[src/rtl/lutp_pkg.sv]
`timescale 1ns/1ps
package lutp_pkg;

   typedef enum logic [2:0] {
      PM_LOGIC,
      PM_SHIFT,
      PM_RAM16X2,
      PM_RAM32X1,
      PM_DUAL16
   } pair_mode_e;

   typedef enum logic [1:0] {
      CM_TABLE,
      CM_MEMORY,
      CM_SHIFTER
   } cell_mode_e;

   function automatic cell_mode_e cell_mode_of(input pair_mode_e pm);
      case (pm)
         PM_LOGIC: return CM_TABLE;
         PM_SHIFT: return CM_SHIFTER;
         default:  return CM_MEMORY;
      endcase
   endfunction

endpackage

[src/rtl/lutp_cell.sv]
`timescale 1ns/1ps
module lutp_cell
   import lutp_pkg::*;
#(
   parameter cell_mode_e            MODE = CM_MEMORY,
   parameter int unsigned           AW   = 4,
   parameter logic [(1<<AW)-1:0]    INIT = '0
) (
   input  logic          clk,
   input  logic          rst_n,
   input  logic          wr_en,
   input  logic          wr_data,
   input  logic [AW-1:0] wr_addr,
   input  logic [AW-1:0] rd_addr,
   output logic          rd_data
);

   localparam int unsigned DEPTH = 1 << AW;

   logic [DEPTH-1:0] store;

   if (AW < 1 || AW > 6) begin : g_bad_aw
      $error("lutp_cell: AW must lie in 1..6");
   end

   if (MODE == CM_TABLE) begin : g_table
      wire unused_tbl = ^{clk, rst_n, wr_en, wr_data, wr_addr};
      assign store = INIT;
   end else if (MODE == CM_MEMORY) begin : g_memory
      always_ff @(posedge clk) begin
         if (!rst_n)
            store <= INIT;
         else if (wr_en)
            store[wr_addr] <= wr_data;
      end

      a_r3_write_lands: assert property (@(posedge clk) disable iff (!rst_n)
         wr_en |=> store[$past(wr_addr)] == $past(wr_data));

      a_r8_memory_holds: assert property (@(posedge clk) disable iff (!rst_n)
         !wr_en |=> $stable(store));

      a_r2_memory_reload: assert property (@(posedge clk)
         !rst_n |=> store == INIT);
   end else begin : g_shifter
      wire unused_sh = ^wr_addr;
      always_ff @(posedge clk) begin
         if (!rst_n)
            store <= INIT;
         else if (wr_en)
            store <= {store[DEPTH-2:0], wr_data};
      end

      a_r7_shift_moves: assert property (@(posedge clk) disable iff (!rst_n)
         wr_en |=> (store[0] == $past(wr_data)) &&
                   (store[DEPTH-1:1] == $past(store[DEPTH-2:0])));

      a_r8_shift_holds: assert property (@(posedge clk) disable iff (!rst_n)
         !wr_en |=> $stable(store));

      a_r2_shift_reload: assert property (@(posedge clk)
         !rst_n |=> store == INIT);
   end

   assign rd_data = store[rd_addr];

endmodule

[src/rtl/lutp_steer.sv]
`timescale 1ns/1ps
module lutp_steer
   import lutp_pkg::*;
#(
   parameter pair_mode_e  MODE = PM_RAM32X1,
   parameter int unsigned AW   = 4
) (
   input  logic          we,
   input  logic [1:0]    din,
   input  logic [AW:0]   addr_a,
   input  logic [AW-1:0] addr_b,
   input  logic [1:0]    rd_data,
   output logic [1:0]    wr_en,
   output logic [1:0]    wr_data,
   output logic [AW-1:0] wr_addr_lo,
   output logic [AW-1:0] wr_addr_hi,
   output logic [AW-1:0] rd_addr_lo,
   output logic [AW-1:0] rd_addr_hi,
   output logic [1:0]    dout
);

   logic [AW-1:0] word_a;
   logic          bank_a;

   assign word_a = addr_a[AW-1:0];
   assign bank_a = addr_a[AW];

   if (MODE == PM_LOGIC) begin : g_logic
      wire unused_lg = ^{we, din, bank_a};
      assign wr_en      = 2'b00;
      assign wr_data    = 2'b00;
      assign wr_addr_lo = word_a;
      assign wr_addr_hi = addr_b;
      assign rd_addr_lo = word_a;
      assign rd_addr_hi = addr_b;
      assign dout       = rd_data;
   end else if (MODE == PM_SHIFT) begin : g_shift
      wire unused_sh = bank_a;
      assign wr_en      = {we, we};
      assign wr_data    = din;
      assign wr_addr_lo = word_a;
      assign wr_addr_hi = addr_b;
      assign rd_addr_lo = word_a;
      assign rd_addr_hi = addr_b;
      assign dout       = rd_data;
   end else if (MODE == PM_RAM16X2) begin : g_wide
      wire unused_wd = ^{addr_b, bank_a};
      assign wr_en      = {we, we};
      assign wr_data    = din;
      assign wr_addr_lo = word_a;
      assign wr_addr_hi = word_a;
      assign rd_addr_lo = word_a;
      assign rd_addr_hi = word_a;
      assign dout       = rd_data;
   end else if (MODE == PM_RAM32X1) begin : g_deep
      wire unused_dp = ^{addr_b, din[1]};
      assign wr_en      = {we & bank_a, we & ~bank_a};
      assign wr_data    = {din[0], din[0]};
      assign wr_addr_lo = word_a;
      assign wr_addr_hi = word_a;
      assign rd_addr_lo = word_a;
      assign rd_addr_hi = word_a;
      assign dout       = {1'b0, bank_a ? rd_data[1] : rd_data[0]};
   end else begin : g_dual
      wire unused_du = ^{din[1], bank_a};
      assign wr_en      = {we, we};
      assign wr_data    = {din[0], din[0]};
      assign wr_addr_lo = word_a;
      assign wr_addr_hi = word_a;
      assign rd_addr_lo = word_a;
      assign rd_addr_hi = addr_b;
      assign dout       = rd_data;
   end

endmodule

[src/rtl/lutp_pair.sv]
`timescale 1ns/1ps
module lutp_pair
   import lutp_pkg::*;
#(
   parameter pair_mode_e          PAIR_MODE = PM_RAM32X1,
   parameter int unsigned         AW        = 4,
   parameter logic [(1<<AW)-1:0]  INIT_LO   = 16'hA5C3,
   parameter logic [(1<<AW)-1:0]  INIT_HI   = 16'h3C96
) (
   input  logic          clk,
   input  logic          rst_n,
   input  logic          we,
   input  logic [1:0]    din,
   input  logic [AW:0]   addr_a,
   input  logic [AW-1:0] addr_b,
   output logic [1:0]    dout
);

   localparam int unsigned        DEPTH   = 1 << AW;
   localparam cell_mode_e         CMODE   = cell_mode_of(PAIR_MODE);
   localparam logic [DEPTH-1:0]   HI_INIT = (PAIR_MODE == PM_DUAL16) ? INIT_LO : INIT_HI;

   if (AW < 2 || AW > 6) begin : g_bad_aw
      $error("lutp_pair: AW must lie in 2..6");
   end

   logic [1:0]    c_wr_en;
   logic [1:0]    c_wr_data;
   logic [1:0]    c_rd_data;
   logic [AW-1:0] wa_lo, wa_hi, ra_lo, ra_hi;

   lutp_steer #(.MODE(PAIR_MODE), .AW(AW)) u_steer (
      .we        (we),
      .din       (din),
      .addr_a    (addr_a),
      .addr_b    (addr_b),
      .rd_data   (c_rd_data),
      .wr_en     (c_wr_en),
      .wr_data   (c_wr_data),
      .wr_addr_lo(wa_lo),
      .wr_addr_hi(wa_hi),
      .rd_addr_lo(ra_lo),
      .rd_addr_hi(ra_hi),
      .dout      (dout)
   );

   lutp_cell #(.MODE(CMODE), .AW(AW), .INIT(INIT_LO)) u_lo (
      .clk    (clk),
      .rst_n  (rst_n),
      .wr_en  (c_wr_en[0]),
      .wr_data(c_wr_data[0]),
      .wr_addr(wa_lo),
      .rd_addr(ra_lo),
      .rd_data(c_rd_data[0])
   );

   lutp_cell #(.MODE(CMODE), .AW(AW), .INIT(HI_INIT)) u_hi (
      .clk    (clk),
      .rst_n  (rst_n),
      .wr_en  (c_wr_en[1]),
      .wr_data(c_wr_data[1]),
      .wr_addr(wa_hi),
      .rd_addr(ra_hi),
      .rd_data(c_rd_data[1])
   );

   if (PAIR_MODE == PM_DUAL16) begin : g_dual_chk
      a_r6_ports_agree: assert property (@(posedge clk) disable iff (!rst_n)
         (addr_b == addr_a[AW-1:0]) |-> (dout[0] == dout[1]));
   end

   if (PAIR_MODE == PM_RAM32X1) begin : g_deep_chk
      a_r4_bank_steer: assert property (@(posedge clk) disable iff (!rst_n)
         (we && addr_a[AW]) |=> $stable(u_lo.store));
   end

endmodule

[config.mk]
export PLATFORM = sky130hd
export DESIGN_NAME = lutp_pair
export DESIGN_NICKNAME = d
export VERILOG_FILES = /design/src/rtl/lutp_pkg.sv /design/src/rtl/lutp_cell.sv /design/src/rtl/lutp_steer.sv /design/src/rtl/lutp_pair.sv
export SDC_FILE = /design/constraint.sdc
export NUM_CORES = 1
export LEC_CHECK = 0
export ABC_AREA = 1
export BUFFER_PORTS_ARGS = -buffer_cell sky130_fd_sc_hd__buf_2
export CAP_MARGIN = 10
export CORE_MARGIN = 10
export CORE_UTILIZATION = 58
export CTS_CLUSTER_DIAMETER = 150
export DETAILED_ROUTE_END_ITERATION = 10
export PLACE_DENSITY_LB_ADDON = 0.3
export RECOVER_POWER = 25
export SLEW_MARGIN = 20
export SYNTH_ARGS = -nofsm -noshare
export SYNTH_HDL_FRONTEND = slang
export SYNTH_SLANG_ARGS = --single-unit
[constraint.sdc]
create_clock -name clk -period 1.2 [get_ports clk]
set_input_delay 0.12 -clock clk [delete_from_list [all_inputs] [get_ports clk]]
set_output_delay 0.12 -clock clk [all_outputs]
set_load 0.02 [all_outputs]
==> out/summary.txt <==
Ys async rst share = 0%
Gp weighted congestion = 0.9139
Pleak = 0.0008857 uW
IO Count = 16
# diodes = 0
Routed vias = 1779
DR iter-0 viols = 169
Clock sinks = 32
Fin. max-slew vios = 0
Most frequent cells in the layout = nand2_1 (78), a21oi_1 (28), nand3_1 (26), o21ai_0 (26), inv_1 (25)
Peak supply drop = 0.8949 mV
Synth unique cells = 22
Mean post-synth cell area = 6.519 um^2
Simple-Gate Fraction of Synth Area = 31.60%
Final setup fails = 1
Post-Syn Instances = 266
Fin Setup TNS = -0.3057 ns
Clock power share = 36.5%
Combinational Power Share = 15.4%
Synthesized Nets = 280
Area delta synth->final = 16.09%
WL final = 4343 um
Fin crit share = 125.5%
RSZ-0062 raised after global routing = true
Reg area = 650.6 um^2
Mux contribution to synthesized area = 0%
Global-route wire length before repair = 6969 um
Clock Tree Buf Depth = 2
Core area = 2805 um^2
Hold Fails Final Rpt = 0
FF+latch count, synth = 32
# DRC = 0
Adder-cell share of the synthesized area = 0%
Final nets = 304
Fin worst setup slack = -0.3057 ns
Pint = 1641 uW
Combinational family with the most area after synthesis = simple AND/OR/NAND/NOR gates
HPWL after detailed placement = 3013 um
Max_cap viols = 0
Proportion of layout cells with a drive suffix above 1 = 20.62%
Sw Ratio = 27.05%
Largest net degree at the start of global routing = 19
Worst setup SP type = flop
Die area = 5577 um^2
Clk_lat worst skew = 0.35 ns
PD cells = 1118 nW/um^2
Mapped cell area = 1734 um^2
Clk pin slew, worst setup/hold paths = 0.11 ns
Worst-margin pin slew = 0.5197 ns
Area of the multi-input gates = 895.9 um^2
Detailed-route vias per instance = 5.525
Setup CP Type = flop to output port
Top cell type's share of synthesized area = 36.94%
Post-synth EDFFs = 0
Yosys warning count = 0
Drt first pass iters = 4
Root buf cell = clkbuf_4
PortBufs = 9
Worst Path Arrival = 1.39 ns
DP Worst Slack = -0.1021 ns
Setup bufs post-CTS = 0
CTS tree = built
Num CTS Buffers = 5
Pwr Total = 2250 uW
Max H-tree Level = 2
Worst Path Max Fanout = 2
Fin crit period = 1.506 ns
Design area = 2013 um^2
GR Overflow Total = 0
Status = finished, violations left
Routed WL per cell = 13.49 um
Top FF cell, synth = dfxtp_1
CP Capture Type = output port
Clock Skew = 0 ns
HP Class = input port to flop
Post-Synth XOR/XNOR Area = 0%
Most common cell after layout, fill and taps aside = nand2_1
FMAX = 0.6641 GHz
Total Routing Usage GR = 16.31%
Sequential share of power = 48.1%
Die X-Extent = 74.68 um
Synth area leader = dfxtp_1
Hold_buf cts = 0
Sequential cell area fraction in the yosys report = 36.94%
Die Height = 74.68 um
Rel. slew slack = 65.31%
Failing checks = setup timing
Initial antenna violation count = 0
Row count = 19
Area after DPL = 1919 um^2
Initial Util = 61.82%
Fillers = 237
Final ANT Viol Nets = 0
Synth Area in Compound Gates = 19.19%
Vias in the first global route = 1547
Worst EP required = 1.08 ns
Synth area leaders = dfxtp_1 (37%), nand2_1 (18%), a21oi_1 (8.4%), o21ai_0 (8.1%), nand3_1 (7.5%)
Total net switching power = 608.7 uW
==> cell usage after synthesis (2+ instances only) <==
| library cell | count |
|---|---|
| nand2_1 | 81 |
| dfxtp_1 | 32 |
| a21oi_1 | 29 |
| inv_1 | 28 |
| o21ai_0 | 28 |
| nand3_1 | 26 |
| nor2_1 | 9 |
| clkbuf_1 | 6 |
| nand4_1 | 4 |
| o31ai_1 | 4 |
| buf_4 | 3 |
| buf_6 | 2 |
| inv_2 | 2 |
| nor2_2 | 2 |
| nor2_4 | 2 |
| nor3_1 | 2 |
==> metal layers <==
metal / global-route usage [%] / vias up / part of all wire, %
li1: - / 910 / -
met1: 20.11 / 789 / 44
met2: 24.98 / 64 / 45
met3: 6.439 / 16 / 8.6
met4: 6.513 / 0 / 2.2
met5: 0 / - / 0
==> final cells by class <==
cell class / instances / area share (%)
clock inverters: 2 / 1.740
flip-flops and latches: 32 / 32.32
inverters: 30 / 5.594
multi-input cells: 191 / 44.50
repair buffers: 30 / 11.87
well taps: 31 / 1.927
clock buffers: 6 / 2.051
==> state kept, by name (all words and copies together) (netlist names) <==
name and flops:
u_hi.store 16, u_lo.store 16
==> per-stage QoR <==
step | cells | util (%) | hold WS (ns)
after floorplan | 266 | - | 0.2842
after global placement | 314 | 68.42 | 0.4343
after detailed placement | 314 | 68.42 | 0.4374
after CTS | 322 | 71.36 | 0.1694
after global routing | 322 | 71.77 | 0.1790
final | 322 | 71.77 | 0.1715
==> logic make-up after synthesis <==
| family | Yosys count |
|---|---|
| flops | 32 |
| simple gates | 127 |
| compound gates | 63 |
| buf+inv | 43 |
| other cells | 1 |
==> power by group through the flow <==
| stage | clock, uW | combinational, uW | sequential, uW |
|---|---|---|---|
| 3_5_place_dp | 0 | 334 | 1110 |
| 3_3_place_gp | 0 | 330 | 1110 |
| 6_report | 821 | 346 | 1080 |
| 4_1_cts | 827 | 342 | 1080 |
| 2_1_floorplan | 0 | 215 | 1100 |
| 5_1_grt | 884 | 378 | 1080 |
==> final timing paths <==
path | start | to | depth (start not counted) | slack [ns]
hold reg to reg | u_hi.store[5] | u_hi.store[5] | 2 | 0.45
setup / recovery | u_lo.store[3] | dout[0] | 9 | -0.31
setup reg to reg | u_hi.store[15] | u_hi.store[15] | 2 | 0.47
hold / removal | rst_n | u_lo.store[10] | 3 | 0.17
==> worst max-delay path: stages, from the launching register on <==
cell	delay (ns)
dfxtp_1	0.35
nand2_1	0.08
o21ai_2	0.07
nand2_1	0.06
nand2_1	0.06
nand2_1	0.06
nand3_1	0.08
nor2_1	0.05
nor2_2	0.11
buf_6	0.12
==> timing repair <==
| item | in CTS | in global routing |
|---|---|---|
| resized for setup | 4 | 17 |
| pin swaps | 2 | 11 |
| setup endpoints to repair | 1 | 1 |
No activity file was read; power rests on OpenSTA's default activity.
